## config.mk

```make
export PLATFORM = sky130hd
export DESIGN_NAME = rx_level_fifo
export DESIGN_NICKNAME = d
export VERILOG_FILES = /design/src/rtl/rx_level_fifo.sv
export SDC_FILE = /design/constraint.sdc
export NUM_CORES = 1
export LEC_CHECK = 0
export BUFFER_PORTS_ARGS = -buffer_cell sky130_fd_sc_hd__buf_2
export CAP_MARGIN = 20
export CELL_PAD_IN_SITES_DETAIL_PLACEMENT = 1
export CELL_PAD_IN_SITES_GLOBAL_PLACEMENT = 1
export CORE_ASPECT_RATIO = 1.2
export CORE_MARGIN = 3
export CORE_UTILIZATION = 49
export DETAILED_ROUTE_END_ITERATION = 12
export PLACE_DENSITY_LB_ADDON = 0.25
export SLEW_MARGIN = 20
export SYNTH_ARGS = -nofsm -noshare
export SYNTH_HDL_FRONTEND = slang
export SYNTH_SLANG_ARGS = --single-unit
```

## constraint.sdc

```tcl
create_clock -name clk -period 3.8 [get_ports clk]
set_input_delay 0.19 -clock clk [delete_from_list [all_inputs] [get_ports clk]]
set_output_delay 0.19 -clock clk [all_outputs]
set_load 0.05 [all_outputs]
```

## src/rtl/rx_level_fifo.sv

```systemverilog
module rx_level_fifo #(
  parameter int DEPTH = 16
) (
  input  logic        clk,
  input  logic        rst_n,
  input  logic        push_valid,
  input  logic [7:0]  push_data,
  input  logic        pkt_end,
  input  logic        reg_wr,
  input  logic        reg_rd,
  input  logic [1:0]  reg_addr,
  input  logic [31:0] reg_wdata,
  output logic [31:0] reg_rdata,
  output logic        irq
);
  localparam int AW = $clog2(DEPTH);
  localparam int CW = AW + 1;

  logic [7:0]    mem [DEPTH];
  logic [AW-1:0] wp, rp;
  logic [CW-1:0] cnt, lvl;
  logic          en_ov, en_pe, en_av;
  logic          st_ov, st_pe, st_av;

  wire full    = (cnt == CW'(DEPTH));
  wire empty   = (cnt == '0);
  wire do_pop  = reg_rd && (reg_addr == 2'd0) && !empty;
  wire do_push = push_valid && !full;
  wire [7:0] clr = (reg_wr && reg_addr == 2'd2) ? reg_wdata[7:0] : 8'h00;
  wire unused_wbits = ^{reg_wdata[31:8+CW], reg_wdata[7:5], reg_wdata[3:2]};

  always_ff @(posedge clk)
    if (do_push) mem[wp] <= push_data;

  always_ff @(posedge clk or negedge rst_n)
    if (!rst_n) begin
      wp  <= '0;
      rp  <= '0;
      cnt <= '0;
    end else begin
      if (do_push) wp <= wp + 1'b1;
      if (do_pop)  rp <= rp + 1'b1;
      cnt <= cnt + CW'(do_push) - CW'(do_pop);
    end

  always_ff @(posedge clk or negedge rst_n)
    if (!rst_n) begin
      {en_ov, en_pe, en_av} <= '0;
      lvl <= '0;
    end else if (reg_wr && reg_addr == 2'd1) begin
      en_ov <= reg_wdata[0];
      en_pe <= reg_wdata[1];
      en_av <= reg_wdata[4];
      lvl   <= reg_wdata[8 +: CW];
    end

  always_ff @(posedge clk or negedge rst_n)
    if (!rst_n) begin
      {st_ov, st_pe, st_av} <= '0;
    end else begin
      st_ov <= (st_ov & ~clr[0]) | (push_valid & full);
      st_pe <= (st_pe & ~clr[1]) | pkt_end;
      st_av <= (st_av & ~clr[4]) | (cnt > lvl);
    end

  assign irq = (st_ov & en_ov) | (st_pe & en_pe) | (st_av & en_av);

  always_comb begin
    reg_rdata = '0;
    case (reg_addr)
      2'd0: reg_rdata[7:0] = empty ? 8'h00 : mem[rp];
      2'd1: begin
        reg_rdata[0] = en_ov;
        reg_rdata[1] = en_pe;
        reg_rdata[4] = en_av;
        reg_rdata[8 +: CW] = lvl;
      end
      2'd2: begin
        reg_rdata[0] = st_ov;
        reg_rdata[1] = st_pe;
        reg_rdata[4] = st_av;
        reg_rdata[8 +: CW] = cnt;
      end
      default: reg_rdata = '0;
    endcase
  end


  cnt_bound_chk: assert property (@(posedge clk) disable iff (!rst_n)
    cnt <= CW'(DEPTH));


  ovf_flag_chk: assert property (@(posedge clk) disable iff (!rst_n)
    (push_valid && full) |=> st_ov);


  ovf_keep_chk: assert property (@(posedge clk) disable iff (!rst_n)
    (push_valid && full && !(reg_rd && reg_addr == 2'd0)) |=> ($stable(cnt) && $stable(wp)));


  empty_read_chk: assert property (@(posedge clk) disable iff (!rst_n)
    (reg_rd && reg_addr == 2'd0 && empty && !push_valid) |=> (empty && $stable(rp)));


  pkt_flag_chk: assert property (@(posedge clk) disable iff (!rst_n)
    pkt_end |=> st_pe);


  avail_flag_chk: assert property (@(posedge clk) disable iff (!rst_n)
    (cnt > lvl) |=> st_av);


  irq_mask_chk: assert property (@(posedge clk) disable iff (!rst_n)
    (!en_ov && !en_pe && !en_av) |-> !irq);
endmodule

```

==> results_tabular.tex, run 1 <==
\begin{tabular}{lr}
\hline
Metric & Value \\
\hline
\multicolumn{2}{l}{\textbf{Pwr}} \\
Static leakage power & 2.76 nW \\
IR drop worst, VDD & 494 uV \\
Cell Pwr Density & 744 nW/um\^{}2 \\
\multicolumn{2}{l}{\textbf{Layout}} \\
Most frequent standard cell in the layout excluding fill and tap cells & edfxtp\_1 \\
Final cell utilization of the core & 58.6\% \\
Area growth from synthesis to layout & 15.2\% \\
Final Cell Area & 7520 um\^{}2 \\
Footprint of the multi-input gates & 1860 um\^{}2 \\
Fraction of final layout cells sized beyond drive strength 1 & 28.0\% \\
Filler cell count & 1161 \\
Layout Nets & 493 \\
Antenna fix cells & 0 \\
Leading cell types in the layout, fill and taps excluded & edfxtp\_1 (128), buf\_2 (37), mux4\_2 (35) \\
Number of non-filler instances in the completed layout & 600 \\
Storage element area & 4440 um\^{}2 \\
\multicolumn{2}{l}{\textbf{STA}} \\
Number of max-slew violations in the final report & 0 \\
Setup skew after layout & 0.00855 ns \\
Summed negative setup slack over all endpoints & 0 ns \\
Final hold violation count & 0 \\
Actual transition at the worst max-transition pin & 0.815 ns \\
Count of final setup violators & 0 \\
Setup repair after global routing missed its margin & no \\
Maximum clock frequency & 315 MHz \\
Worst slew margin relative to its limit & 45.1\% \\
Final min period & 3.18 ns \\
Final setup margin & 0.623 ns \\
Share of the clock period used by the worst path & 83.6\% \\
\multicolumn{2}{l}{\textbf{Yosys}} \\
Cell type with the largest total area after synthesis & edfxtp\_1 \\
Area share of the leading cell type in the synthesized netlist & 58.9\% \\
Number of flops mapped to enable cells by yosys & 128 \\
Syn. warnings & 0 \\
Netlist Area Pre-Place & 6530 um\^{}2 \\
Post-synth cell types & 35 \\
Number of flip-flops and latches in the synthesized netlist & 152 \\
Post-synthesis instance total & 366 \\
Top FF cell, synth & edfxtp\_1 \\
Sequential cell area fraction in the yosys report & 68.1\% \\
Largest cells by area after synthesis & edfxtp\_1 (59\%), mux4\_2 (12\%), dfrtp\_1 (9.2\%) \\
FFs w/ async S/R, synth & 15.8\% \\
Average cell area after synthesis & 17.8 um\^{}2 \\
\multicolumn{2}{l}{\textbf{Min path}} \\
Number of cells on the worst hold path & 2 \\
Worst min path class & in2reg \\
\multicolumn{2}{l}{\textbf{Placement}} \\
Detail Placement HPWL & 9290 um \\
Quantity of I/O buffers inserted on ports & 37 \\
Cell area reported after detailed placement & 6860 um\^{}2 \\
Pre-CTS WS & 0.632 ns \\
Routability cong. & 0.786 \\
Cell count after placement & 562 \\
\multicolumn{2}{l}{\textbf{Critical path}} \\
Dominant delay contributor by cell family on the critical path & adder cells \\
Critical path's largest stage delay & 0.42 ns \\
Worst setup path category & reg2reg \\
Max FO, Critical Path & 7 \\
Arrival time of the worst setup path & 3.52 ns \\
Critical Path Source Type & flip-flop \\
Endpoint kind of the worst setup timing path & flip-flop \\
Sum of buffers and inverters on the critical path & 3 \\
Cell with the biggest individual delay on the critical path & dfrtp\_1 \\
Number of cells on the critical path & 13 \\
Worst-case reg-to-reg path depth & 13 \\
Required time of the critical path & 4.15 ns \\
Critical path cell sequence & inv\_1, ha\_1, and4\_1, nor2b\_1, inv\_1, ha\_1, inv\_1, ha\_1, fa\_1, a21oi\_1, nor2\_1, nor2\_1, xnor2\_1 \\
\multicolumn{2}{l}{\textbf{Floorplan}} \\
I/O pin cnt & 81 \\
Core footprint & 12800 um\^{}2 \\
DIE WIDTH & 111 um \\
DIE HEIGHT & 132 um \\
Num rows & 45 \\
Total die area & 14800 um\^{}2 \\
Starting density of the core & 50.9\% \\
\multicolumn{2}{l}{\textbf{Clock network}} \\
Clk sink count & 152 \\
Root buf cell & clkbuf\_16 \\
CTS Buffer Depth & 2 \\
TritonCTS clock tree & built \\
Quantity of gates resized following cts & 0 \\
Number of clock buffers inserted by TritonCTS & 17 \\
Clock edge transition at the registers on the reported setup and hold paths & 0.06 ns \\
Clock latency of the later-clocked register in the worst-skew pair & 0.43 ns \\
Number of H-tree branching levels & 4 \\
\multicolumn{2}{l}{\textbf{Drt}} \\
Post-route DRC & 0 \\
Number of vias in the routed layout & 3378 \\
Antenna Violating Nets Remaining & 0 \\
Routed wirelength normalized by instance count & 23.6 um \\
First-pass iteration count of the detailed router & 4 \\
Starting DRT DRC Count & 229 \\
Via density per instance & 5.63 \\
Wire length after detailed routing & 14200 um \\
\multicolumn{2}{l}{\textbf{Run status}} \\
Status & finished, final reports clean \\
\multicolumn{2}{l}{\textbf{Global route}} \\
Wire length of the first global-routing pass & 21900 um \\
Total track usage & 20.6\% \\
Number of antenna violations at the first check in global routing & 0 \\
Vias in the first global route & 3645 \\
Maximum number of pins on one net before global-route repair & 30 \\
Total grt overflow & 0 \\
\multicolumn{2}{l}{\textbf{Job}} \\
Max Cap Viol & 0 \\
\hline
\end{tabular}
==> synth_stat cells, drive strengths merged (4+ instances only) <==
cell type and count:
edfxtp 128, mux4 35, buf 27, dfrtp 24
inv 21, ha 20, mux2i 10, and2 9
mux2 9, nor2 9, clkbuf 7, nand2 7
nor2b 7, xnor2 7, o22ai 6, a22oi 5
nand3 5, a222oi 4, nor4 4
==> sequential cells by signal (all words and copies together), names as in the netlist, 4 cells and up <==
| signal | count |
|---|---|
| mem | 128 |
| wp | 4 |
| rp | 4 |
| cnt | 5 |
| lvl | 5 |
==> report_power, final <==
| part | total [mW] | internal (mW) | switching [mW] |
|---|---|---|---|
| clock | 1.70 | 1.03 | 0.671 |
| sequential | 2.23 | 2.05 | 0.184 |
| combinational | 1.66 | 0.729 | 0.932 |
==> repair_timing <==
item	4_1_cts	5_1_grt
endpoints found under the setup margin	0	0
setup buffers	0	0
endpoints found under the hold margin	30	0
hold buffers	7	0
==> cell type report <==
type | instances | area share, %
clock buffers | 17 | 5.65
repair buffers | 55 | 4.49
multi-input cells | 177 | 24.7
well taps | 164 | 2.73
inverters | 21 | 1.05
flip-flops and latches | 152 | 59.1
clock inverters | 14 | 2.28
==> logic make-up (layout without fill, tap and decap cells) <==
kind of cell | Yosys count | after routing | synth area share (%)
flip-flops | 152 | 152 | 68.1
AO/OA/AOI/OAI | 25 | 25 | 2.80
adder cells (fa/ha/maj) | 21 | 21 | 4.14
AND/OR/NAND/NOR | 48 | 48 | 3.97
other | 1 | 19 | 0.0574
buffers and inverters | 55 | 107 | 4.47
XOR/XNOR | 10 | 10 | 1.34
multiplexers | 54 | 54 | 15.2
==> path summary, 6_finish.rpt <==
kind / endpoint / start / slack [ns]
min in group asynchronous: lvl[2] / rst_n / 0.29
hold reg to reg: st_pe / st_pe / 0.54
hold / removal: en_av / reg_wdata[4] / 0.02
setup / recovery: cnt[4] / cnt[3] / 0.62
setup reg to reg: cnt[4] / cnt[3] / 0.62
max in group asynchronous: cnt[2] / rst_n / 3.14
==> metrics by stage <==
stage	total power [mW]	hold WS, ns
after floorplan	3.48	-0.106
after global placement	3.85	0.203
after detailed placement	3.93	0.209
after CTS	5.66	0.00253
after global routing	5.88	0.0104
final	5.60	0.0224
==> layer usage <==
metal / vias up / part of all wire [%] / global-route usage, % / wire (um)
li1: 1498 / - / - / -
met2: 95 / 54 / 35.2 / 7690
met5: - / 0 / 0 / 0
met3: 20 / 4.6 / 4.62 / 645
met1: 1765 / 39 / 25.3 / 5550
met4: 0 / 2.0 / 8.65 / 288
Power figures use the tool's default switching activity.
==> run 2, diff against run 1 <==
- clock period: 3.8 -> 3.3 ns (I/O delays scaled with it)
==> run 2 against run 1 <==
Compared with the run above: clock power increased by 16%; clock-buffer cell count unchanged; cell count increased by 1.2%; routed wire length decreased by 0.17%; power increased by 16%; first-iteration DRC count increased by 35%.
==> results_tabular.tex, run 2 (synthesized netlist as in run 1, its figures left out) <==
\begin{tabular}{lr}
\hline
Metric & Value \\
\hline
\multicolumn{2}{l}{\textbf{Run status}} \\
Status & finished, final reports clean (unchanged) \\
\multicolumn{2}{l}{\textbf{STA}} \\
Summed negative setup slack over all endpoints & 0 ns (unchanged) \\
Actual transition at the worst max-transition pin & 0.729 ns (was 0.815 ns) \\
Final min period & 3.10 ns \\
Min Hold Slack & 0.0824 ns (was 0.0224 ns) \\
Setup repair after global routing missed its margin & no (unchanged) \\
Setup skew after layout & 0.00635 ns (was 0.00855 ns) \\
Maximum clock frequency & 322 MHz \\
Worst slew margin relative to its limit & 51.4\% (was 45.1\%) \\
Count of final setup violators & 0 (unchanged) \\
Number of max-slew violations in the final report & 0 (unchanged) \\
Share of the clock period used by the worst path & 94.1\% \\
Final hold violation count & 0 (unchanged) \\
\multicolumn{2}{l}{\textbf{Min path}} \\
Worst min path class & in2reg (unchanged) \\
\multicolumn{2}{l}{\textbf{Critical path}} \\
Endpoint kind of the worst setup timing path & output port (was flip-flop) \\
Arrival time of the worst setup path & 2.94 ns (was 3.52 ns) \\
Worst setup path startpoint & rp[2] (was cnt[3]) \\
Destination of the worst register-to-register timing path & cnt[4] (unchanged) \\
Required time of the critical path & 3.13 ns (was 4.15 ns) \\
Cell with the biggest individual delay on the critical path & mux4\_2 (was dfrtp\_1) \\
Critical Path Source Type & flip-flop (unchanged) \\
Critical path's largest stage delay & 0.56 ns (was 0.42 ns) \\
Crit Reg-Reg Startpoint & cnt[3] (unchanged) \\
Critical path cell sequence & buf\_4, mux4\_2, mux4\_2, a222oi\_1, nor2\_1, buf\_2 (was inv\_1, ha\_1, and4\_1, nor2b\_1, inv\_1, ha\_1, inv\_1, ha\_1, fa\_1, a21oi\_1, nor2\_1, nor2\_1, xnor2\_1) \\
R2r setup slk & 0.35 ns (was 0.62 ns) \\
Worst-case reg-to-reg path depth & 13 (unchanged) \\
Most frequent cell on the critical path & mux4\_2 \\
Worst setup path category & reg2out (was reg2reg) \\
Max FO, Critical Path & 23 (was 7) \\
End point of the critical path & reg\_rdata[0] (was cnt[4]) \\
\multicolumn{2}{l}{\textbf{Pwr}} \\
Clock share of power & 30.4\% (about the same) \\
Fraction of power consumed by combinational cells & 29.3\% (was 29.7\%) \\
Reported net switching power & 2.07 mW (was 1.79 mW) \\
Switch share & 31.9\% (about the same) \\
Static leakage power & 2.79 nW (was 2.76 nW) \\
Cell Pwr Density & 853 nW/um\^{}2 (was 744 nW/um\^{}2) \\
Cell Int Power & 4.42 mW (was 3.81 mW) \\
Share of power burned in registers & 40.3\% (was 39.9\%) \\
IR drop worst, VDD & 504 uV (was 494 uV) \\
\multicolumn{2}{l}{\textbf{Drt}} \\
Routed wirelength normalized by instance count & 23.3 um (was 23.6 um) \\
Starting DRT DRC Count & 309 (was 229) \\
Post-route DRC & 0 (unchanged) \\
Wire length after detailed routing & 14100 um (was 14200 um) \\
Number of vias in the routed layout & 3417 (was 3378) \\
First-pass iteration count of the detailed router & 5 (was 4) \\
Antenna Violating Nets Remaining & 0 (unchanged) \\
Via density per instance & 5.63 (about the same) \\
\multicolumn{2}{l}{\textbf{Clock network}} \\
Clk sink count & 152 (unchanged) \\
Quantity of gates resized following cts & 0 (unchanged) \\
Clock edge transition at the registers on the reported setup and hold paths & 0.06 ns (about the same) \\
CTS Buffer Depth & 2 (unchanged) \\
Clock latency of the later-clocked register in the worst-skew pair & 0.43 ns (about the same) \\
Root buf cell & clkbuf\_16 (unchanged) \\
Setup bufs post-CTS & 0 (unchanged) \\
Number of clock buffers inserted by TritonCTS & 17 (unchanged) \\
TritonCTS clock tree & built (unchanged) \\
Number of H-tree branching levels & 4 (unchanged) \\
\multicolumn{2}{l}{\textbf{Global route}} \\
Total track usage & 20.3\% (was 20.6\%) \\
Maximum number of pins on one net before global-route repair & 25 (was 30) \\
Vias in the first global route & 3646 (was 3645) \\
Wire length of the first global-routing pass & 21700 um (was 21900 um) \\
Number of antenna violations at the first check in global routing & 0 (unchanged) \\
Total grt overflow & 0 (unchanged) \\
\multicolumn{2}{l}{\textbf{Layout}} \\
Fraction of final layout cells sized beyond drive strength 1 & 28.0\% (about the same) \\
Number of non-filler instances in the completed layout & 607 (was 600) \\
Registers with the highest flip-flop counts & mem x128, cnt x5, lvl x5 (unchanged) \\
Most frequent standard cell in the layout excluding fill and tap cells & edfxtp\_1 (unchanged) \\
Leading cell types in the layout, fill and taps excluded & edfxtp\_1 (128), buf\_2 (37), mux4\_2 (35) (unchanged) \\
Most flop-heavy register & mem (unchanged) \\
Layout Nets & 500 (was 493) \\
Area growth from synthesis to layout & 16.4\% (was 15.2\%) \\
Antenna fix cells & 0 (unchanged) \\
Largest register FFs & 128 (unchanged) \\
Final Cell Area & 7600 um\^{}2 (was 7520 um\^{}2) \\
\multicolumn{2}{l}{\textbf{Floorplan}} \\
Total die area & 14800 um\^{}2 (unchanged) \\
Core footprint & 12800 um\^{}2 (unchanged) \\
Num rows & 45 (unchanged) \\
I/O pin cnt & 81 (unchanged) \\
DIE HEIGHT & 132 um (unchanged) \\
Starting density of the core & 50.9\% (unchanged) \\
DIE WIDTH & 111 um (unchanged) \\
\multicolumn{2}{l}{\textbf{Placement}} \\
Detail Placement HPWL & 9290 um (about the same) \\
Cell count after placement & 565 (was 562) \\
Routability cong. & 0.790 (was 0.786) \\
Quantity of I/O buffers inserted on ports & 37 (unchanged) \\
Cell area reported after detailed placement & 6890 um\^{}2 (was 6860 um\^{}2) \\
\multicolumn{2}{l}{\textbf{Job}} \\
Max Cap Viol & 0 (unchanged) \\
\hline
\end{tabular}
-- run 2: cell types whose count changed in the layout (fill, tap and decap cells not counted) --
| cell | before | now |
|---|---|---|
| buf_12 | 0 | 1 |
| dlygate4sd3_1 | 7 | 11 |
| clkinv_2 | 2 | 1 |
| clkinv_1 | 1 | 2 |
| buf_4 | 11 | 13 |
-- run 2: power by group through the flow --
stage	Combinational [mW]	Clock [mW]	Sequential, mW
finish	1.90	1.97	2.61
global placement	1.84	0	2.62
detailed placement	1.91	0	2.65
floorplan	1.52	0	2.49
CTS	1.93	2.01	2.61
global route	2.07	2.09	2.64
-- run 2: layout make-up --
cell class                 instances  area, um^2
multi-input combinational        177        1860
timing repair buffer              62         413
fill                            1160        5240
clock buffer                      17         425
inverter                          21        78.8
clock inverter                    14         170
sequential                       152        4440
tap                              164         205
-- run 2: metal layers --
layer  part of all wire (%)  GRT usage [%]  wire length [um]
met5                      0              0                 0
met4                    2.1           7.23               297
met3                    6.1           5.99               858
met2                     53           34.8              7440
met1                     39           24.5              5550
-- run 2: metrics by stage --
stage	total power, mW	util (%)	setup slack (ns)
6_report	6.48	59.2	0.196
4_1_cts	6.55	59.2	0.152
3_3_place_gp	4.46	53.7	0.450
2_1_floorplan	4.01	-	0.621
5_1_grt	6.80	59.2	0.0499
3_5_place_dp	4.55	53.7	0.368
-- run 2: worst min-delay path by stage --
| stage | startpoint | end | slack [ns] | cells after the start |
|---|---|---|---|---|
| 2_1_floorplan | rst_n | cnt[0] | -0.13 | 0 |
| 3_3_place_gp | rst_n | lvl[2] | 0.18 | 1 |
| 3_5_place_dp | rst_n | lvl[4] | 0.21 | 1 |
| 4_1_cts | reg_wr | st_pe | 0.07 | 3 |
| 5_1_grt | reg_wr | st_pe | 0.10 | 3 |
| 6_report | reg_wr | st_pe | 0.08 | 3 |
-- run 2: timing repair --
item / CTS / global route
hold buffers: 11 / 0
setup endpoints to repair: 0 / 0
hold endpoints to repair: 34 / 0
-- run 2: worst max-delay path, delay by kind of cell, from the launching register on --
kind,cells,cell delay [ns]
multiplexers,2,1.05
flip-flops,1,0.36
buffers and inverters,2,0.61
AND/OR/NAND/NOR,1,0.11
AO/OA/AOI/OAI,1,0.36
